$ cat src/rtl/brq_pkg.sv
package brq_pkg;

    typedef enum logic [1:0] {
        K_FETCH = 2'd0,
        K_LOAD  = 2'd1,
        K_STORE = 2'd2,
        K_CAST  = 2'd3
    } kind_e;

    typedef enum logic [2:0] {
        D_LOAD   = 3'd0,
        D_STORE  = 3'd1,
        D_CAST   = 3'd2,
        D_TOUCH  = 3'd3,
        D_LDRSV  = 3'd4,
        D_STCOND = 3'd5
    } dop_e;

    // Issue class rank: larger rank is offered first
    function automatic logic [1:0] rank_of(kind_e k);
        case (k)
            K_LOAD:  return 2'd2;
            K_FETCH: return 2'd1;
            default: return 2'd0;
        endcase
    endfunction

    function automatic kind_e kind_of(dop_e d);
        case (d)
            D_STORE, D_STCOND: return K_STORE;
            D_CAST:            return K_CAST;
            default:           return K_LOAD;
        endcase
    endfunction

endpackage

$ cat src/rtl/brq_arbiter.sv
module brq_arbiter
    import brq_pkg::*;
#(
    parameter int DEPTH = 4,
    parameter int LW    = 27,
    parameter int TW    = $clog2(DEPTH)
) (
    input  logic [DEPTH-1:0] pend,
    input  kind_e            kind  [DEPTH],
    input  logic [LW-1:0]    line  [DEPTH],
    input  logic [DEPTH-1:0] older [DEPTH],
    output logic             grant_v,
    output logic [TW-1:0]    grant_idx
);

    logic [DEPTH-1:0] blocked;
    logic [DEPTH-1:0] elig;
    logic [DEPTH-1:0] win;

    always_comb begin
        // Loads wait behind older same-line writes
        for (int i = 0; i < DEPTH; i++) begin
            blocked[i] = 1'b0;
            if (kind[i] == K_LOAD) begin
                for (int j = 0; j < DEPTH; j++) begin
                    if (pend[j] && older[j][i] &&
                        (kind[j] == K_STORE || kind[j] == K_CAST) &&
                        line[j] == line[i])
                        blocked[i] = 1'b1;
                end
            end
        end
        elig = pend & ~blocked;

        for (int i = 0; i < DEPTH; i++) begin
            win[i] = elig[i];
            for (int j = 0; j < DEPTH; j++) begin
                if (j != i && elig[j]) begin
                    if (!(rank_of(kind[i]) > rank_of(kind[j]) ||
                          (rank_of(kind[i]) == rank_of(kind[j]) && older[i][j])))
                        win[i] = 1'b0;
                end
            end
        end

        grant_v   = |win;
        grant_idx = '0;
        for (int i = 0; i < DEPTH; i++)
            if (win[i]) grant_idx = TW'(i);

        AST_ONE_GRANT: assert ($onehot0(win));
    end

endmodule

$ cat src/rtl/brq_snoop.sv
module brq_snoop #(
    parameter int DEPTH = 4,
    parameter int LW    = 27
) (
    input  logic             clk,
    input  logic             rst,
    input  logic             snp_valid,
    input  logic [LW-1:0]    snp_line,
    input  logic [DEPTH-1:0] ent_vld,
    input  logic [LW-1:0]    ent_line [DEPTH],
    input  logic             rsv_v,
    input  logic [LW-1:0]    rsv_line,
    output logic [DEPTH-1:0] hit_vec,
    output logic             rsv_hit
);

    logic          snp_q;
    logic [LW-1:0] snp_line_q;

    always_ff @(posedge clk) begin
        if (rst) begin
            snp_q      <= 1'b0;
            snp_line_q <= '0;
        end else begin
            snp_q      <= snp_valid;
            snp_line_q <= snp_line;
        end
    end

    always_comb begin
        for (int i = 0; i < DEPTH; i++)
            hit_vec[i] = snp_q && ent_vld[i] && (ent_line[i] == snp_line_q);
        rsv_hit = snp_q && rsv_v && (rsv_line == snp_line_q);
    end

    AST_SNOOP_LATCHED: assert property (@(posedge clk) disable iff (rst)
        (|hit_vec || rsv_hit) |-> $past(snp_valid));

endmodule

$ cat src/rtl/bus_req_queue.sv
module bus_req_queue
    import brq_pkg::*;
#(
    parameter int DEPTH     = 4,
    parameter int AW        = 32,
    parameter int LINE_BITS = 5,
    parameter int TW        = $clog2(DEPTH)
) (
    input  logic             clk,
    input  logic             rst,
    input  logic             ic_valid,
    output logic             ic_ready,
    input  logic [AW-1:0]    ic_addr,
    input  logic             dc_valid,
    output logic             dc_ready,
    input  logic [2:0]       dc_op,
    input  logic [AW-1:0]    dc_addr,
    output logic             bus_valid,
    input  logic             bus_ready,
    output logic [1:0]       bus_op,
    output logic [AW-1:0]    bus_addr,
    output logic [TW-1:0]    bus_tag,
    input  logic             cmp_valid,
    input  logic [TW-1:0]    cmp_tag,
    input  logic             snp_valid,
    input  logic [AW-1:0]    snp_addr,
    output logic [DEPTH-1:0] snp_hit,
    output logic             snp_rsv_hit,
    output logic             stc_fail,
    output logic             touch_valid,
    output logic [AW-1:0]    touch_addr
);

    localparam int LW = AW - LINE_BITS;

    logic [DEPTH-1:0] vld, iss;
    kind_e            kind  [DEPTH];
    logic [AW-1:0]    addr  [DEPTH];
    logic [LW-1:0]    line  [DEPTH];
    logic [DEPTH-1:0] older [DEPTH];

    logic             rsv_v;
    logic [LW-1:0]    rsv_line;

    logic             has_free, dc_acc, ic_acc, rsv_match, enq, issue;
    logic [TW-1:0]    free_idx, grant_idx;
    logic             grant_v;
    kind_e            enq_kind;
    logic [AW-1:0]    enq_addr;
    dop_e             dop;

    always_comb begin
        for (int i = 0; i < DEPTH; i++)
            line[i] = addr[i][AW-1:LINE_BITS];
        has_free = ~&vld;
        free_idx = '0;
        for (int i = DEPTH - 1; i >= 0; i--)
            if (!vld[i]) free_idx = TW'(i);
        dop       = dop_e'(dc_op);
        dc_ready  = has_free;
        ic_ready  = has_free && !dc_valid;
        dc_acc    = dc_valid && has_free;
        ic_acc    = ic_valid && ic_ready;
        rsv_match = rsv_v && (dc_addr[AW-1:LINE_BITS] == rsv_line);
        enq       = ic_acc || (dc_acc && (dop != D_STCOND || rsv_match));
        enq_kind  = ic_acc ? K_FETCH : kind_of(dop);
        enq_addr  = ic_acc ? ic_addr : dc_addr;
    end

    brq_arbiter #(.DEPTH(DEPTH), .LW(LW), .TW(TW)) i_arb (
        .pend      (vld & ~iss),
        .kind      (kind),
        .line      (line),
        .older     (older),
        .grant_v   (grant_v),
        .grant_idx (grant_idx)
    );

    brq_snoop #(.DEPTH(DEPTH), .LW(LW)) i_snp (
        .clk       (clk),
        .rst       (rst),
        .snp_valid (snp_valid),
        .snp_line  (snp_addr[AW-1:LINE_BITS]),
        .ent_vld   (vld),
        .ent_line  (line),
        .rsv_v     (rsv_v),
        .rsv_line  (rsv_line),
        .hit_vec   (snp_hit),
        .rsv_hit   (snp_rsv_hit)
    );

    assign bus_valid = grant_v;
    assign bus_tag   = grant_idx;
    assign bus_op    = kind[grant_idx];
    assign bus_addr  = addr[grant_idx];
    assign issue     = grant_v && bus_ready;

    always_ff @(posedge clk) begin
        if (rst) begin
            vld         <= '0;
            iss         <= '0;
            rsv_v       <= 1'b0;
            rsv_line    <= '0;
            stc_fail    <= 1'b0;
            touch_valid <= 1'b0;
            touch_addr  <= '0;
            for (int i = 0; i < DEPTH; i++) begin
                kind[i]  <= K_FETCH;
                addr[i]  <= '0;
                older[i] <= '0;
            end
        end else begin
            stc_fail <= dc_acc && dop == D_STCOND && !rsv_match;
            if (issue)
                iss[grant_idx] <= 1'b1;
            if (cmp_valid) begin
                vld[cmp_tag] <= 1'b0;
                iss[cmp_tag] <= 1'b0;
            end
            if (enq) begin
                vld[free_idx]   <= 1'b1;
                iss[free_idx]   <= 1'b0;
                kind[free_idx]  <= enq_kind;
                addr[free_idx]  <= enq_addr;
                older[free_idx] <= '0;
                for (int j = 0; j < DEPTH; j++)
                    if (TW'(j) != free_idx)
                        older[j][free_idx] <= vld[j] && !(cmp_valid && cmp_tag == TW'(j));
            end
            if (snp_rsv_hit || (dc_acc && dop == D_STCOND && rsv_match))
                rsv_v <= 1'b0;
            if (dc_acc && dop == D_LDRSV) begin
                rsv_v    <= 1'b1;
                rsv_line <= dc_addr[AW-1:LINE_BITS];
            end
            if (dc_acc && dop == D_TOUCH) begin
                touch_valid <= 1'b1;
                touch_addr  <= dc_addr;
            end
        end
    end

    AST_NO_OVERFLOW: assert property (@(posedge clk) disable iff (rst)
        (&vld) |-> (!dc_ready && !ic_ready));
    AST_ARB_TIE: assert property (@(posedge clk) disable iff (rst)
        dc_valid |-> !ic_ready);
    AST_ISSUE_PENDING: assert property (@(posedge clk) disable iff (rst)
        bus_valid |-> (vld[bus_tag] && !iss[bus_tag]));
    AST_NO_REISSUE: assert property (@(posedge clk) disable iff (rst)
        (issue && !(cmp_valid && cmp_tag == grant_idx)) |=> iss[$past(grant_idx)]);
    AST_STC_FAIL_SRC: assert property (@(posedge clk) disable iff (rst)
        stc_fail |-> $past(dc_valid && dc_op == 3'd5));
    AST_RSV_DROP: assert property (@(posedge clk) disable iff (rst)
        (snp_rsv_hit && !(dc_acc && dop == D_LDRSV)) |=> !rsv_v);
    AST_TOUCH_SRC: assert property (@(posedge clk) disable iff (rst)
        $rose(touch_valid) |-> $past(dc_valid && dc_op == 3'd3));

endmodule

$ cat config.mk
export PLATFORM = sky130hd
export DESIGN_NAME = bus_req_queue
export DESIGN_NICKNAME = d
export VERILOG_FILES = /design/src/rtl/brq_pkg.sv /design/src/rtl/brq_arbiter.sv /design/src/rtl/brq_snoop.sv /design/src/rtl/bus_req_queue.sv
export SDC_FILE = /design/constraint.sdc
export NUM_CORES = 1
export LEC_CHECK = 0
export BUFFER_PORTS_ARGS = -buffer_cell sky130_fd_sc_hd__buf_2
export CORE_MARGIN = 2
export CORE_UTILIZATION = 52
export DETAILED_ROUTE_END_ITERATION = 10
export GPL_TIMING_DRIVEN = 0
export PLACE_DENSITY = 0.73
export SLEW_MARGIN = 10
export SYNTH_ARGS = -nofsm -noshare
export SYNTH_HDL_FRONTEND = slang
export SYNTH_SLANG_ARGS = --single-unit
$ cat constraint.sdc
create_clock -name clk -period 8.65 [get_ports clk]
set_input_delay 0.865 -clock clk [delete_from_list [all_inputs] [get_ports clk]]
set_output_delay 0.865 -clock clk [all_outputs]
set_load 0.05 [all_outputs]
==> flow_summary.yaml, run 1 <==
yosys:
  ys_async_sr_fraction_pct: 0
  syn-cell-area_um2: 15400
  synth_top_area_cell: "edfxtp_1"
  synth-edff-count: 128
  post_synth_inst_count: 1717
  synthTopCellsByArea: "edfxtp_1 25%, dfxtp_1 16%, xnor2_1 14%, xor2_1 4.6%, nand2_1 4.0%"
  ys_types: 66
  syn-num-nets: 1849
  ys_dominant_reg_cell: "edfxtp_1"
  avgSynthCellArea_um2: 8.96
  synth_top_area_share_pct: 25.0
  synth_seq_cells: 249
  yosysSeqAreaShare_pct: 40.7
  yosys_warnings: 0
clock_network:
  clock_sinks: 249
  root_buffer: "clkbuf_16"
  cts_buffers: 27
  cts_tree: "done"
  cts_resized: 0
  cts_max_level: 1
  clk_path_buf_depth: 3
  clk_pin_slew_ps: 60
  postCtsHoldBufs: 0
  clock_latency_ps: 540
  post_cts_buffers: 0
critical_path:
  worst-r2r-cell-count: 11
  crit_fanout: 10
  cpMostUsedCell: "buf_2"
  cp.arrival_ps: 5420
  cp_data_required_time_ps: 7790
  crit_family: "compound AO/OA/AOI/OAI gates"
  rrSetupSlack_ps: 3770
  crit_chain: "clkbuf_1, xnor2_1, nand4_1, nor4_1, a32oi_1, a21bo_2, a21o_1, a211oi_2, buf_2, a2bb2oi_1, o21a_1, buf_2"
  timing.rr.start: "vld[0]$_SDFF_PP0_"
  start_kind: "flip-flop"
  crit_path_top_delay_cell: "nor4_1"
  path_buf_inv: 3
  crit_type: "reg -> out"
  cp-end-kind: "output pin"
  reg2reg_to: "addr[0][4]$_SDFFCE_PN0P_"
  critPathMaxStageDelay_ps: 910
route:
  antenna_left: 0
  dr.pass1.iters: 5
  post_drt_via_cell_ratio: 5.92
  wl_um: 60500
  routed.top_layer: "met4"
  wl_met1_um: 24600
  met2_length_um: 27300
  routedWlPerCell_um: 25.9
  drc_errors: 0
  vias: 13800
  routed-wl-met3_um: 5080
  drt_iter0_markers: 1682
power_and_ir_drop:
  power_mw: 3.57
  p_per_area_nw_per_um2: 202
  p_leak_nw: 6.92
  ir_drop_mv: 0.163
finish:
  layout_commonest_cell: "xnor2_1"
  nets: 2061
  finalInstanceArea_um2: 17700
  insertedDiodeCount: 0
  syn_to_final_growth_pct: 14.8
  drive_gt1_share_pct: 14.9
  mostFrequentLayoutCells: "244 x xnor2_1, 210 x buf_2, 164 x nand2_1, 164 x nor2_1, 163 x clkbuf_1"
run_status:
  status: "complete, no violations"
sta:
  rsz0062_at_grt: "false"
  worst_pin_slew_ps: 1190
  post-route-min-period_ps: 6280
  maxSlewHeadroom_pct: 20.1
  setup_slack_ps: 2370
  fin_skew_ps: 17.7
  drv_slew: 0
  tns_ps: 0
  setup_viol: 0
  max_clock_freq_mhz: 159
  final_hold_viol_count: 0
  fin_crit_sh_pct: 72.6
grt:
  antenna_found_initial: 1
  grt_pass1_vias: 13100
  grt_pass1_wl_um: 86900
  grt_max_degree: 35
  grt.total_usage_pct: 38.5
  overflow: 0
min_path:
  whs_path_depth: 2
  hold_class: "reg -> reg"
  hold_end: "touch_addr[15]$_SDFFE_PP0P_"
  hold_start: "touch_addr[15]$_SDFFE_PP0P_"
placed_design:
  place.port_buffers: 180
  place_area_um2: 16800
  hpwlAfterDp_um: 47000
  place_congestion: 1.04
  place_ws_ps: 3160
die:
  die_x_um: 176
  dieHeight_um: 176
  die-area_um2: 31000
  start_util_pct: 53.2
  coreArea_um2: 28900
  io_pins: 186
  rows: 62
job:
  maxCapViolCount: 0
==> metrics by stage <==
stage	hold slack, ps	util, %	instances
5_1_grt	471	61.1	2332
3_3_place_gp	440	58.0	2281
2_1_floorplan	424	-	1717
3_5_place_dp	446	58.2	2284
6_report	450	61.1	2332
4_1_cts	454	61.1	2332
==> worst reg2reg max path, stage by stage (launching register included) <==
cell and delay, ps:
dfxtp_1 350, clkbuf_1 510, nand4_1 370, nor2b_1 270, nand2_1 350, o21ai_1 360, nand2b_1 180, clkbuf_1 650
or3_1 220, clkbuf_1 540, clkbuf_1 690, nor2_1 110
==> worst max path at each step <==
stage / start / endpoint / slack [ps] / cells after the start
CTS: addr[3][30]$_DFFE_PP_ / bus_addr[16] / 2590 / 12
finish: addr[3][7]$_DFFE_PP_ / bus_addr[27] / 2370 / 12
detailed placement: addr[2][9]$_SDFFCE_PN0P_ / bus_addr[16] / 3160 / 12
global route: addr[2][28]$_SDFFCE_PN0P_ / bus_addr[16] / 2330 / 12
global placement: addr[2][28]$_SDFFCE_PN0P_ / bus_addr[16] / 3140 / 12
floorplan: vld[1]$_SDFF_PP0_ / addr[3][0]$_DFFE_PP_ / 4250 / 8
==> state kept, by name, summed over array words and instances, names as in the netlist <==
signal	cells
iss	4
rsv_v	1
older	15
i_snp.snp_line_q	27
rsv_line	27
addr	128
vld	4
stc_fail	1
touch_valid	1
i_snp.snp_q	1
kind	8
touch_addr	32
==> Yosys cell counts, drive strengths merged, types with 40 or more instances <==
library cell  number
dfxtp            121
nand2            165
nand4             69
edfxtp           128
inv               53
a21oi             81
nand3             47
nor4              40
nor2             165
xor2              80
clkbuf           160
xnor2            244
buf               45
==> routing by layer <==
| layer | track usage [%] | vias to the layer above |
|---|---|---|
| li1 | - | 6243 |
| met1 | 51.2 | 6642 |
| met2 | 60.8 | 745 |
| met3 | 6.31 | 169 |
| met4 | 19.1 | 0 |
| met5 | 0 | - |
==> layout make-up <==
type | count | area (um2)
Buffer | 205 | 840
Clock buffer | 37 | 766
Clock inverter | 11 | 56.3
Fill cell | 2594 | 11300
Inverter | 53 | 199
Multi-Input combinational cell | 1210 | 8080
Sequential cell | 249 | 6270
Tap cell | 384 | 480
Timing Repair Buffer | 183 | 976
==> power breakdown <==
group | switching (mW) | total, mW | leakage [nW] | internal, mW
combinational | 0.774 | 1.13 | 4.17 | 0.356
sequential | 0.0266 | 1.35 | 2.34 | 1.32
clock | 0.474 | 1.09 | 0.414 | 0.617
total | 1.28 | 3.57 | 6.92 | 2.30
==> logic make-up after synthesis <==
group / synth area share (%)
and+or+nand+nor: 18.4
xor gates and xnor gates: 18.4
buffers and inverters: 6.75
DFF: 40.7
AOI/OAI and AO/OA: 10.1
muxes: 3.58
adders and majority gates: 1.95
(Power assumes the default switching activity.)
==> run 2, diff against run 1 <==
- ABC_AREA: default -> 1
- PLACE_DENSITY: 0.73 -> 0.72
- clock period: 8.65 -> 6.08 ns (I/O delays scaled with it)
==> flow_summary.yaml, run 2 <==
sta:
  tns_ps: 0
  post-route-min-period_ps: 4840
  maxSlewHeadroom_pct: 37.3
  setup_viol: 0
  worst_pin_slew_ps: 939
  setup_slack_ps: 1240
  rsz0062_at_grt: "false"
  fin_skew_ps: 20.2
  drv_slew: 0
  final_hold_viol_count: 0
  fin_crit_sh_pct: 79.5
  max_clock_freq_mhz: 207
clock_network:
  root_buffer: "clkbuf_16"
  cts_max_level: 1
  cts_resized: 0
  clk_pin_slew_ps: 70
  clock_sinks: 249
  clk_path_buf_depth: 3
  cts_tree: "done"
  cts_buffers: 25
  postCtsHoldBufs: 0
  clock_latency_ps: 550
  post_cts_buffers: 0
die:
  die_x_um: 178
  coreArea_um2: 29800
  io_pins: 186
  die-area_um2: 31800
  start_util_pct: 53.1
  rows: 63
  dieHeight_um: 178
finish:
  mostFrequentLayoutCells: "393 x nand2_1, 288 x inv_1, 271 x nor2_1, 264 x buf_2, 186 x nand3_1"
  insertedDiodeCount: 0
  utilization_pct: 60.9
  nets: 2475
  regArea_um2: 6270
  largest-register: "addr"
  n_fill_cell: 2659
  layout_commonest_cell: "nand2_1"
  largest_register_ffs: 128
  multi_input_area_um2: 7640
  syn_to_final_growth_pct: 14.8
  largestRegisters: "addr (128), touch_addr (32)"
  drive_gt1_share_pct: 16.7
  finalInstanceArea_um2: 18200
grt:
  antenna_found_initial: 0
  grt.total_usage_pct: 43.5
  grt_pass1_wl_um: 99500
  grt_max_degree: 34
  grt_pass1_vias: 15500
  overflow: 0
yosys:
  syn-cell-area_um2: 15800
  post_synth_inst_count: 2134
  synth_top_area_share_pct: 24.3
  ys_async_sr_fraction_pct: 0
  synth-edff-count: 128
  synthTopCellsByArea: "edfxtp_1 24%, dfxtp_1 15%, nand2_1 9.4%, xnor2_1 6.9%, inv_1 6.9%"
  syn-num-nets: 2266
  synthTopCellsByCount: "396 x nand2_1, 289 x inv_1, 271 x nor2_1"
  ys_types: 51
  yosys_warnings: 0
  synth_top_area_cell: "edfxtp_1"
  ys_dominant_reg_cell: "edfxtp_1"
  yosysSeqAreaShare_pct: 39.6
  synth_seq_cells: 249
  avgSynthCellArea_um2: 7.41
  yosysMostFrequentCell: "nand2_1"
route:
  dr.pass1.iters: 8
  vias: 16500
  post_drt_via_cell_ratio: 6.01
  routedWlPerCell_um: 25.2
  antenna_left: 0
  drc_errors: 0
  wl_um: 69300
  drt_iter0_markers: 2709
placed_design:
  place_ws_ps: 2050
  hpwlAfterDp_um: 54400
  place.port_buffers: 179
  place_congestion: 1.07
  place_area_um2: 17300
min_path:
  whs_path_depth: 3
  hold_start: "snp_addr[7]"
  hold_end: "i_snp.snp_line_q[2]$_SDFF_PP0_"
  hold_class: "in -> reg"
power_and_ir_drop:
  p_leak_nw: 8.14
  p_per_area_nw_per_um2: 277
  power_mw: 5.03
  ir_drop_mv: 0.253
critical_path:
  worst-r2r-cell-count: 15
  critPathMaxStageDelay_ps: 660
  cp_data_required_time_ps: 5470
  crit_chain: "inv_1, nor2_1, inv_1, ha_1, nand2_1, nor2_1, a21oi_1, nand3_1, nand2_2, inv_2, nand2_2, buf_4, nand3_1, nand2_1, inv_1, nand3_1, buf_2"
  crit_fanout: 10
  timing.critical_path.from: "kind[0]$_SDFFE_PP0P_"
  crit_type: "reg -> out"
  reg2reg_to: "iss[2]$_SDFF_PP0_"
  crit_path_top_delay_cell: "nor2_1"
  cp.arrival_ps: 4230
  cp-end-kind: "output pin"
  timing.rr.start: "kind[0]$_SDFFE_PP0P_"
  start_kind: "flip-flop"
  rrSetupSlack_ps: 2810
  crit_family: "simple AND/OR/NAND/NOR gates"
  path_buf_inv: 6
job:
  maxCapViolCount: 0
run_status:
  status: "complete, no violations"
-- run 2: how the worst max path moves through the flow --
stage / cells after the start / to / slack [ps]
final: 17 / bus_addr[4] / 1240
after global routing: 17 / bus_addr[4] / 1130
after CTS: 17 / bus_addr[4] / 1450
after detailed placement: 17 / bus_addr[4] / 2050
after global placement: 13 / addr[3][30]$_DFFE_PP_ / 1860
after floorplan: 5 / snp_hit[3] / 2780
-- run 2: cells by family (layout without fill, tap and decap cells) --
logic type | after synthesis | after routing | synth area share [%]
and+or+nand+nor | 936 | 936 | 25.5
AOI/OAI and AO/OA | 307 | 307 | 11.2
muxes | 17 | 17 | 1.21
adders and majority gates | 24 | 24 | 1.90
xor gates and xnor gates | 152 | 152 | 8.42
DFF | 249 | 249 | 39.6
buffers and inverters | 449 | 677 | 12.2
-- run 2: layout make-up --
| class | instances | area share [%] |
|---|---|---|
| plain buffers | 148 | 4.38 |
| clock buffers | 26 | 3.52 |
| clock inverters | 20 | 1.30 |
| inverters | 301 | 6.22 |
| multi-input cells | 1436 | 42.0 |
| flip-flops and latches | 249 | 34.5 |
| well taps | 390 | 2.69 |
| repair buffers | 182 | 5.35 |
-- run 2: power by group --
| group | internal (mW) | switching (mW) |
|---|---|---|
| Clock | 0.948 | 0.712 |
| Combinational | 0.403 | 0.977 |
| Sequential | 1.88 | 0.106 |
-- run 2: layer usage --
metal	global-route usage, %	share of wire (%)	vias up
met5	0	0	-
met1	56.9	37	7616
li1	-	-	7342
met2	64.1	42	1333
met4	23.5	6.4	0
met3	13.3	15	245
-- run 2: worst min-delay path, cell delays in order --
cell    delay, ps
buf_2         100
inv_1          40
nor2_1         30
-- run 2: per-stage QoR --
step | cells | hold slack (ps)
2_1_floorplan | 2134 | 409
3_3_place_gp | 2703 | 416
3_5_place_dp | 2706 | 423
4_1_cts | 2752 | 270
5_1_grt | 2752 | 282
6_report | 2752 | 267
